[config.mk]
export PLATFORM = sky130hd
export DESIGN_NAME = cfg_wdog_port
export DESIGN_NICKNAME = d
export VERILOG_FILES = /design/src/rtl/cwp_pkg.sv /design/src/rtl/cwp_key_fsm.sv /design/src/rtl/cwp_cfg_regs.sv /design/src/rtl/cwp_wdog_counter.sv /design/src/rtl/cfg_wdog_port.sv
export SDC_FILE = /design/constraint.sdc
export NUM_CORES = 1
export LEC_CHECK = 0
export BUFFER_PORTS_ARGS = -buffer_cell sky130_fd_sc_hd__buf_4
export CAP_MARGIN = 5
export CORE_ASPECT_RATIO = 1.2
export CORE_UTILIZATION = 52
export DETAILED_ROUTE_END_ITERATION = 6
export GPL_TIMING_DRIVEN = 0
export PLACE_DENSITY = 0.76
export SLEW_MARGIN = 20
export SYNTH_ARGS = -nofsm -noshare
export SYNTH_HDL_FRONTEND = slang
export SYNTH_SLANG_ARGS = --single-unit
[constraint.sdc]
create_clock -name clk_i -period 1.9 [get_ports clk_i]
set_input_delay 0.38 -clock clk_i [delete_from_list [all_inputs] [get_ports clk_i]]
set_output_delay 0.38 -clock clk_i [all_outputs]
set_load 0.05 [all_outputs]
[src/rtl/cwp_pkg.sv]
package cwp_pkg;
  typedef enum logic [1:0] {
    KEY_LOCKED = 2'd0,
    KEY_HALF   = 2'd1,
    KEY_OPEN   = 2'd2
  } key_state_e;

  localparam logic [7:0] KEY_OPEN_CODE  = 8'h87;
  localparam logic [7:0] KEY_CLOSE_CODE = 8'hAA;
  localparam logic [7:0] IDX_PAGE       = 8'h07;
  localparam logic [7:0] WDOG_PAGE      = 8'h08;
  localparam logic [7:0] IDX_ENABLE     = 8'h30;
  localparam logic [7:0] IDX_UNIT       = 8'hF5;
  localparam logic [7:0] IDX_COUNT      = 8'hF6;
  localparam logic [7:0] IDX_RSTCTL     = 8'hF7;
  localparam logic [7:0] LOCKED_READ    = 8'hFF;
endpackage

[src/rtl/cwp_key_fsm.sv]
module cwp_key_fsm
  import cwp_pkg::*;
(
  input  logic       clk_i,
  input  logic       rst_ni,
  input  logic       idx_wr_i,
  input  logic [7:0] wdata_i,
  output logic       unlocked_o
);
  key_state_e state_q, state_d;

  always_comb begin
    state_d = state_q;
    if (idx_wr_i) begin
      unique case (state_q)
        KEY_LOCKED: state_d = (wdata_i == KEY_OPEN_CODE) ? KEY_HALF : KEY_LOCKED;
        KEY_HALF:   state_d = (wdata_i == KEY_OPEN_CODE) ? KEY_OPEN : KEY_LOCKED;
        KEY_OPEN:   state_d = (wdata_i == KEY_CLOSE_CODE) ? KEY_LOCKED : KEY_OPEN;
        default:    state_d = KEY_LOCKED;
      endcase
    end
  end

  always_ff @(posedge clk_i or negedge rst_ni) begin
    if (!rst_ni) state_q <= KEY_LOCKED;
    else         state_q <= state_d;
  end

  assign unlocked_o = (state_q == KEY_OPEN);


  no_early_open_chk: assert property (@(posedge clk_i) disable iff (!rst_ni)
    (idx_wr_i && !unlocked_o && wdata_i != KEY_OPEN_CODE) |=> !unlocked_o);


  close_code_locks_chk: assert property (@(posedge clk_i) disable iff (!rst_ni)
    (idx_wr_i && unlocked_o && wdata_i == KEY_CLOSE_CODE) |=> !unlocked_o);
endmodule

[src/rtl/cwp_cfg_regs.sv]
module cwp_cfg_regs
  import cwp_pkg::*;
#(
  parameter int DW = 8
) (
  input  logic          clk_i,
  input  logic          rst_ni,
  input  logic          unlocked_i,
  input  logic          idx_wr_i,
  input  logic          dat_wr_i,
  input  logic          idx_rd_i,
  input  logic          dat_rd_i,
  input  logic [DW-1:0] wdata_i,
  input  logic [DW-1:0] count_i,
  output logic          en_o,
  output logic          unit_min_o,
  output logic          kb_en_o,
  output logic          ms_en_o,
  output logic          load_o,
  output logic [DW-1:0] rdata_o
);
  logic [DW-1:0] idx_q, idx_d;
  logic [DW-1:0] page_q, page_d;
  logic          en_q, en_d;
  logic          unit_q, unit_d;
  logic          kb_q, kb_d;
  logic          ms_q, ms_d;
  logic          wd_page;
  logic          dat_wr_ok;
  logic [DW-1:0] dat_mux;

  assign wd_page   = (page_q == DW'(WDOG_PAGE));
  assign dat_wr_ok = dat_wr_i && unlocked_i;

  always_comb begin
    idx_d  = idx_q;
    page_d = page_q;
    en_d   = en_q;
    unit_d = unit_q;
    kb_d   = kb_q;
    ms_d   = ms_q;
    if (idx_wr_i && unlocked_i && wdata_i != DW'(KEY_CLOSE_CODE)) idx_d = wdata_i;
    if (dat_wr_ok) begin
      if (idx_q == DW'(IDX_PAGE)) page_d = wdata_i;
      if (wd_page) begin
        if (idx_q == DW'(IDX_ENABLE)) en_d = wdata_i[0];
        if (idx_q == DW'(IDX_UNIT))   unit_d = wdata_i[3];
        if (idx_q == DW'(IDX_RSTCTL)) begin
          kb_d = wdata_i[6];
          ms_d = wdata_i[7];
        end
      end
    end
  end

  always_ff @(posedge clk_i or negedge rst_ni) begin
    if (!rst_ni) begin
      idx_q  <= '0;
      page_q <= '0;
      en_q   <= 1'b0;
      unit_q <= 1'b0;
      kb_q   <= 1'b0;
      ms_q   <= 1'b0;
    end else begin
      idx_q  <= idx_d;
      page_q <= page_d;
      en_q   <= en_d;
      unit_q <= unit_d;
      kb_q   <= kb_d;
      ms_q   <= ms_d;
    end
  end

  assign load_o = dat_wr_ok && wd_page && (idx_q == DW'(IDX_COUNT));

  always_comb begin
    dat_mux = '0;
    if (idx_q == DW'(IDX_PAGE)) dat_mux = page_q;
    else if (wd_page) begin
      unique case (idx_q)
        DW'(IDX_ENABLE): dat_mux[0] = en_q;
        DW'(IDX_UNIT):   dat_mux[3] = unit_q;
        DW'(IDX_COUNT):  dat_mux = count_i;
        DW'(IDX_RSTCTL): begin
          dat_mux[6] = kb_q;
          dat_mux[7] = ms_q;
        end
        default: dat_mux = '0;
      endcase
    end
  end

  always_comb begin
    rdata_o = '0;
    if (idx_rd_i)      rdata_o = unlocked_i ? idx_q : DW'(LOCKED_READ);
    else if (dat_rd_i) rdata_o = unlocked_i ? dat_mux : DW'(LOCKED_READ);
  end

  assign en_o       = en_q;
  assign unit_min_o = unit_q;
  assign kb_en_o    = kb_q;
  assign ms_en_o    = ms_q;


  locked_write_ignored_chk: assert property (@(posedge clk_i) disable iff (!rst_ni)
    ((dat_wr_i || idx_wr_i) && !unlocked_i) |=> $stable({idx_q, page_q, en_q, unit_q, kb_q, ms_q}));


  off_page_write_ignored_chk: assert property (@(posedge clk_i) disable iff (!rst_ni)
    (dat_wr_i && !wd_page && idx_q != DW'(IDX_PAGE)) |=> $stable({en_q, unit_q, kb_q, ms_q}));
endmodule

[src/rtl/cwp_wdog_counter.sv]
module cwp_wdog_counter #(
  parameter int CW      = 8,
  parameter int PULSE_W = 4
) (
  input  logic          clk_i,
  input  logic          rst_ni,
  input  logic          en_i,
  input  logic          unit_min_i,
  input  logic          tick_sec_i,
  input  logic          tick_min_i,
  input  logic          kb_en_i,
  input  logic          ms_en_i,
  input  logic          kbd_irq_i,
  input  logic          mouse_irq_i,
  input  logic          load_i,
  input  logic [CW-1:0] load_val_i,
  output logic [CW-1:0] count_o,
  output logic          rst_pulse_o
);
  localparam int PW = $clog2(PULSE_W + 1);

  logic [CW-1:0] cnt_q, cnt_d;
  logic [CW-1:0] reload_q, reload_d;
  logic [PW-1:0] pulse_q, pulse_d;
  logic          tick_sel;
  logic          activity;
  logic          running;
  logic          fire;

  assign tick_sel = unit_min_i ? tick_min_i : tick_sec_i;
  assign activity = (kb_en_i && kbd_irq_i) || (ms_en_i && mouse_irq_i);
  assign running  = en_i && (cnt_q != '0);
  assign fire     = !load_i && running && !activity && tick_sel && (cnt_q == CW'(1));

  always_comb begin
    cnt_d    = cnt_q;
    reload_d = reload_q;
    if (load_i) begin
      cnt_d    = load_val_i;
      reload_d = load_val_i;
    end else if (running) begin
      if (activity)      cnt_d = reload_q;
      else if (tick_sel) cnt_d = cnt_q - CW'(1);
    end
  end

  always_comb begin
    pulse_d = pulse_q;
    if (fire)                 pulse_d = PW'(PULSE_W);
    else if (pulse_q != '0)   pulse_d = pulse_q - PW'(1);
  end

  always_ff @(posedge clk_i or negedge rst_ni) begin
    if (!rst_ni) begin
      cnt_q    <= '0;
      reload_q <= '0;
      pulse_q  <= '0;
    end else begin
      cnt_q    <= cnt_d;
      reload_q <= reload_d;
      pulse_q  <= pulse_d;
    end
  end

  assign count_o     = cnt_q;
  assign rst_pulse_o = (pulse_q != '0);


  count_never_rises_chk: assert property (@(posedge clk_i) disable iff (!rst_ni)
    (!load_i && !activity) |=> (cnt_q <= $past(cnt_q)));


  wrong_unit_holds_chk: assert property (@(posedge clk_i) disable iff (!rst_ni)
    (!load_i && !activity && !unit_min_i && tick_min_i && !tick_sec_i) |=> $stable(cnt_q));


  disabled_holds_chk: assert property (@(posedge clk_i) disable iff (!rst_ni)
    (!load_i && !en_i) |=> $stable(cnt_q));


  pulse_at_zero_chk: assert property (@(posedge clk_i) disable iff (!rst_ni)
    $rose(rst_pulse_o) |-> (cnt_q == '0));
endmodule

[src/rtl/cfg_wdog_port.sv]
module cfg_wdog_port #(
  parameter int          DW       = 8,
  parameter int          PULSE_W  = 4,
  parameter logic [7:0]  IDX_ADDR = 8'h2E,
  parameter logic [7:0]  DAT_ADDR = 8'h2F
) (
  input  logic          clk_i,
  input  logic          rst_ni,
  input  logic [7:0]    bus_addr_i,
  input  logic          bus_wr_i,
  input  logic          bus_rd_i,
  input  logic [DW-1:0] bus_wdata_i,
  output logic [DW-1:0] bus_rdata_o,
  input  logic          tick_sec_i,
  input  logic          tick_min_i,
  input  logic          kbd_irq_i,
  input  logic          mouse_irq_i,
  output logic          wdt_rst_o
);
  logic          idx_sel, dat_sel;
  logic          idx_wr, dat_wr, idx_rd, dat_rd;
  logic          unlocked;
  logic          en, unit_min, kb_en, ms_en, load;
  logic [DW-1:0] count;

  assign idx_sel = (bus_addr_i == IDX_ADDR);
  assign dat_sel = (bus_addr_i == DAT_ADDR);
  assign idx_wr  = bus_wr_i && idx_sel;
  assign dat_wr  = bus_wr_i && dat_sel;
  assign idx_rd  = bus_rd_i && idx_sel;
  assign dat_rd  = bus_rd_i && dat_sel;

  cwp_key_fsm u_key (
    .clk_i      (clk_i),
    .rst_ni     (rst_ni),
    .idx_wr_i   (idx_wr),
    .wdata_i    (bus_wdata_i[7:0]),
    .unlocked_o (unlocked)
  );

  cwp_cfg_regs #(.DW(DW)) u_regs (
    .clk_i      (clk_i),
    .rst_ni     (rst_ni),
    .unlocked_i (unlocked),
    .idx_wr_i   (idx_wr),
    .dat_wr_i   (dat_wr),
    .idx_rd_i   (idx_rd),
    .dat_rd_i   (dat_rd),
    .wdata_i    (bus_wdata_i),
    .count_i    (count),
    .en_o       (en),
    .unit_min_o (unit_min),
    .kb_en_o    (kb_en),
    .ms_en_o    (ms_en),
    .load_o     (load),
    .rdata_o    (bus_rdata_o)
  );

  cwp_wdog_counter #(.CW(DW), .PULSE_W(PULSE_W)) u_cnt (
    .clk_i       (clk_i),
    .rst_ni      (rst_ni),
    .en_i        (en),
    .unit_min_i  (unit_min),
    .tick_sec_i  (tick_sec_i),
    .tick_min_i  (tick_min_i),
    .kb_en_i     (kb_en),
    .ms_en_i     (ms_en),
    .kbd_irq_i   (kbd_irq_i),
    .mouse_irq_i (mouse_irq_i),
    .load_i      (load),
    .load_val_i  (bus_wdata_i),
    .count_o     (count),
    .rst_pulse_o (wdt_rst_o)
  );


  locked_read_ff_chk: assert property (@(posedge clk_i) disable iff (!rst_ni)
    (bus_rd_i && (idx_sel || dat_sel) && !unlocked) |-> (bus_rdata_o == DW'(8'hFF)));
endmodule

==> run summary <==
status -> finished, violations left
failing checks -> setup timing
Initial Utilization -> 54.8%
actual transition at the worst max-transition pin -> 581 ps
leakage power -> 1.70 nW
routability congestion estimate from global placement -> 0.866
Cells after DPL -> 336
number of failing setup endpoints in the final timing report -> 36
largest net degree at the start of global routing -> 42
count of flip-flops with a built-in enable after synthesis -> 0
start-to-end type of the worst setup path -> register to output pin
portion of the post-synthesis area used by sequential elements -> 40.4%
dominant register cell in the synthesized netlist -> sky130_fd_sc_hd__dfrtp_1
initial antenna violation count -> 0
Post-DRT Antenna Nets -> 0
total area of sequential cells -> 1030 um^2
Max FO, Critical Path -> 2
Syn Area/Cell -> 10.3 um^2
worst path arrival time -> 2180 ps
clk sink count -> 41
average routed wire per standard cell -> 20.5 um
number of nets at the end of the flow -> 335
crit path from -> u_regs.idx_q[7]
First DRT Iteration DRCs -> 147
layout cells sized above 1 -> 49.5%
time the worst path needs with I/O delays and setup -> 2560 ps
number of cells produced by synthesis -> 246
type of destination of the critical path -> output pin
required time of the critical path -> 1520 ps
wire length of the first global-routing pass -> 11000 um
n_diodes -> 0
wire length reported by the detailed router -> 7470 um
Die Height -> 78.5 um
count of hold-fix buffers inserted at cts -> 0
area of combinational cells with multiple inputs -> 1810 um^2
most repeated cell in the gate-level netlist after synthesis -> sky130_fd_sc_hd__dfrtp_1
CTS buffer count -> 5
FF-to-FF Start -> u_regs.page_q[2]
Post-Place Setup Slack -> -639 ps
GR Util All Layers -> 28.5%
die footprint -> 5160 um^2
number of synthesized register bits -> 41
deepest clock path buffer count -> 2
dominant cell type by area after synthesis -> sky130_fd_sc_hd__dfrtp_1
Fin. Hold Viols -> 0
Horiz. Die Dim -> 65.8 um
post-layout instance count excluding filler cells -> 365
Via-to-Cell Ratio -> 6.29
row count -> 27
total core area -> 4630 um^2
overall power consumption -> 1.72 mW
number of iterations in the first detailed-routing pass -> 4
setup skew after layout -> 8.18 ps
Filler Cells Inserted -> 281
worst slew margin relative to its limit -> 60.9%
number of global-route vias before repair -> 2177
power density over the cells -> 471 nW/um^2
Synth warnings -> 0
count of boundary I/O pins -> 33
proportion of synthesized flip-flops having asynchronous set or reset -> 100%
number of nets produced by synthesis -> 275
Worst setup SP type -> register
Vias -> 2296
Mapped Area -> 2540 um^2
clock latency reported for the late side of the worst-skew pair -> 310 ps
max-cap check violation count -> 0
CTS tree -> done
IR drop worst, VDD -> 0.546 mV
Commonest cells post-synth -> sky130_fd_sc_hd__dfrtp_1 (41), sky130_fd_sc_hd__nand2_1 (21), sky130_fd_sc_hd__nor2_1 (21)
DPL Wire Length -> 4640 um
f_max -> 0.391 GHz
Syn-to-layout area delta -> 44.3%
top area cells in the synthesized netlist -> sky130_fd_sc_hd__dfrtp_1 (40%), sky130_fd_sc_hd__mux2_4 (7.7%), sky130_fd_sc_hd__mux2_2 (4.9%)
drc violations -> 0
unrepaired setup endpoints after global routing -> yes
Worst Setup Slack, final -> -660 ps
Clk Tree Root Cell -> sky130_fd_sc_hd__clkbuf_8
H-tree depth -> 2
period utilization -> 135%
Worst-path clk slew -> 90 ps
number of buffers added on ports -> 32
Unique masters post-synth -> 53
Synth top area share -> 40.4%
worst hold-check path type -> input port to asynchronous set/reset pin
leftover overflow at the end of global routing -> 0
number of max-slew violations in the final report -> 0
==> repair_timing <==
item	CTS	global route
setup endpoints to repair	32	35
setup buffers	6	14
gates cloned	0	2
pin swaps	9	21
gates resized for setup	26	50
hold endpoints to repair	0	0
==> final timing paths <==
path	end	slack, ps	depth (start not counted)
min reg2reg	u_cnt.reload_q[4]	520	1
max	bus_rdata_o[0]	-660	7
max reg2reg	u_cnt.reload_q[2]	-420	7
min	u_regs.page_q[5]	30	1
max in group asynchronous	u_regs.idx_q[7]	1450	1
min in group clk_i	u_cnt.reload_q[5]	340	3
==> critical path, cell delays in order (launching register included) <==
cell,delay [ps]
sky130_fd_sc_hd__dfrtp_2,410
sky130_fd_sc_hd__or3_4,410
sky130_fd_sc_hd__buf_4,160
sky130_fd_sc_hd__nor3_2,270
sky130_fd_sc_hd__a21o_1,200
sky130_fd_sc_hd__a221oi_2,90
sky130_fd_sc_hd__o22ai_4,160
sky130_fd_sc_hd__buf_6,180
==> sequential cells by signal (all words and copies together) (netlist names) <==
signal	cells
u_cnt.count_o	8
u_cnt.reload_q	8
u_regs.idx_q	8
u_regs.page_q	8
u_cnt.pulse_q	3
u_key.state_q	2
u_regs.en_o	1
u_regs.kb_en_o	1
u_regs.ms_en_o	1
u_regs.unit_min_o	1
==> layout by cell type (no fill, tap or decap), types with 6 or more instances in the layout <==
cell type	Yosys	final
sky130_fd_sc_hd__nor2_1	21	16
sky130_fd_sc_hd__clkbuf_8	0	6
sky130_fd_sc_hd__mux2_2	11	11
sky130_fd_sc_hd__dfrtp_1	41	38
sky130_fd_sc_hd__inv_1	6	6
sky130_fd_sc_hd__nand2_1	21	15
sky130_fd_sc_hd__buf_6	2	13
sky130_fd_sc_hd__mux2i_1	7	6
sky130_fd_sc_hd__nand3b_1	7	7
sky130_fd_sc_hd__o22ai_4	0	8
sky130_fd_sc_hd__mux2_4	13	13
sky130_fd_sc_hd__buf_4	1	36
sky130_fd_sc_hd__o21ai_0	8	7
sky130_fd_sc_hd__a21oi_2	1	6
==> logic make-up after synthesis <==
family,share of synthesized area [%]
adders and majority gates,2.47
AOI/OAI and AO/OA,13.3
and+or+nand+nor,22.8
buffers and inverters,3.01
DFF,40.4
muxes,16.2
xor gates and xnor gates,1.73
==> power by group <==
group          switching (mW)  total, mW  internal [mW]
Combinational          0.0571     0.0984         0.0413
Clock                   0.325      0.752          0.427
Sequential           0.000250      0.872          0.872
==> metal layers <==
layer / GRT usage [%] / wire, um / up-vias
li1: - / - / 1033
met1: 37.2 / 2980 / 1140
met2: 46.4 / 3860 / 101
met3: 4.65 / 404 / 22
met4: 11.5 / 223 / 0
met5: 0 / 0 / -
==> layout make-up <==
cell class                      instances  area share (%)
Clock buffer                            6            2.26
Tap cell                               58            1.98
Clock inverter                          2            1.03
Timing Repair Buffer                   54            14.5
Buffer                                  8            2.12
Multi-Input combinational cell        190            49.4
Inverter                                6           0.615
Sequential cell                        41            28.1
==> stage by stage <==
step | setup TNS, ps | area, um^2 | hold slack, ps | util [%]
after floorplan | -2930 | 2680 | 84.4 | -
after global placement | -10310 | 2990 | 391 | 64.6
after detailed placement | -10680 | 2990 | 391 | 64.6
after CTS | -8140 | 3290 | 60.6 | 71.0
after global routing | -12810 | 3660 | 85.4 | 79.1
final | -11560 | 3660 | 30.5 | 79.1
Power figures use the tool's default switching activity.
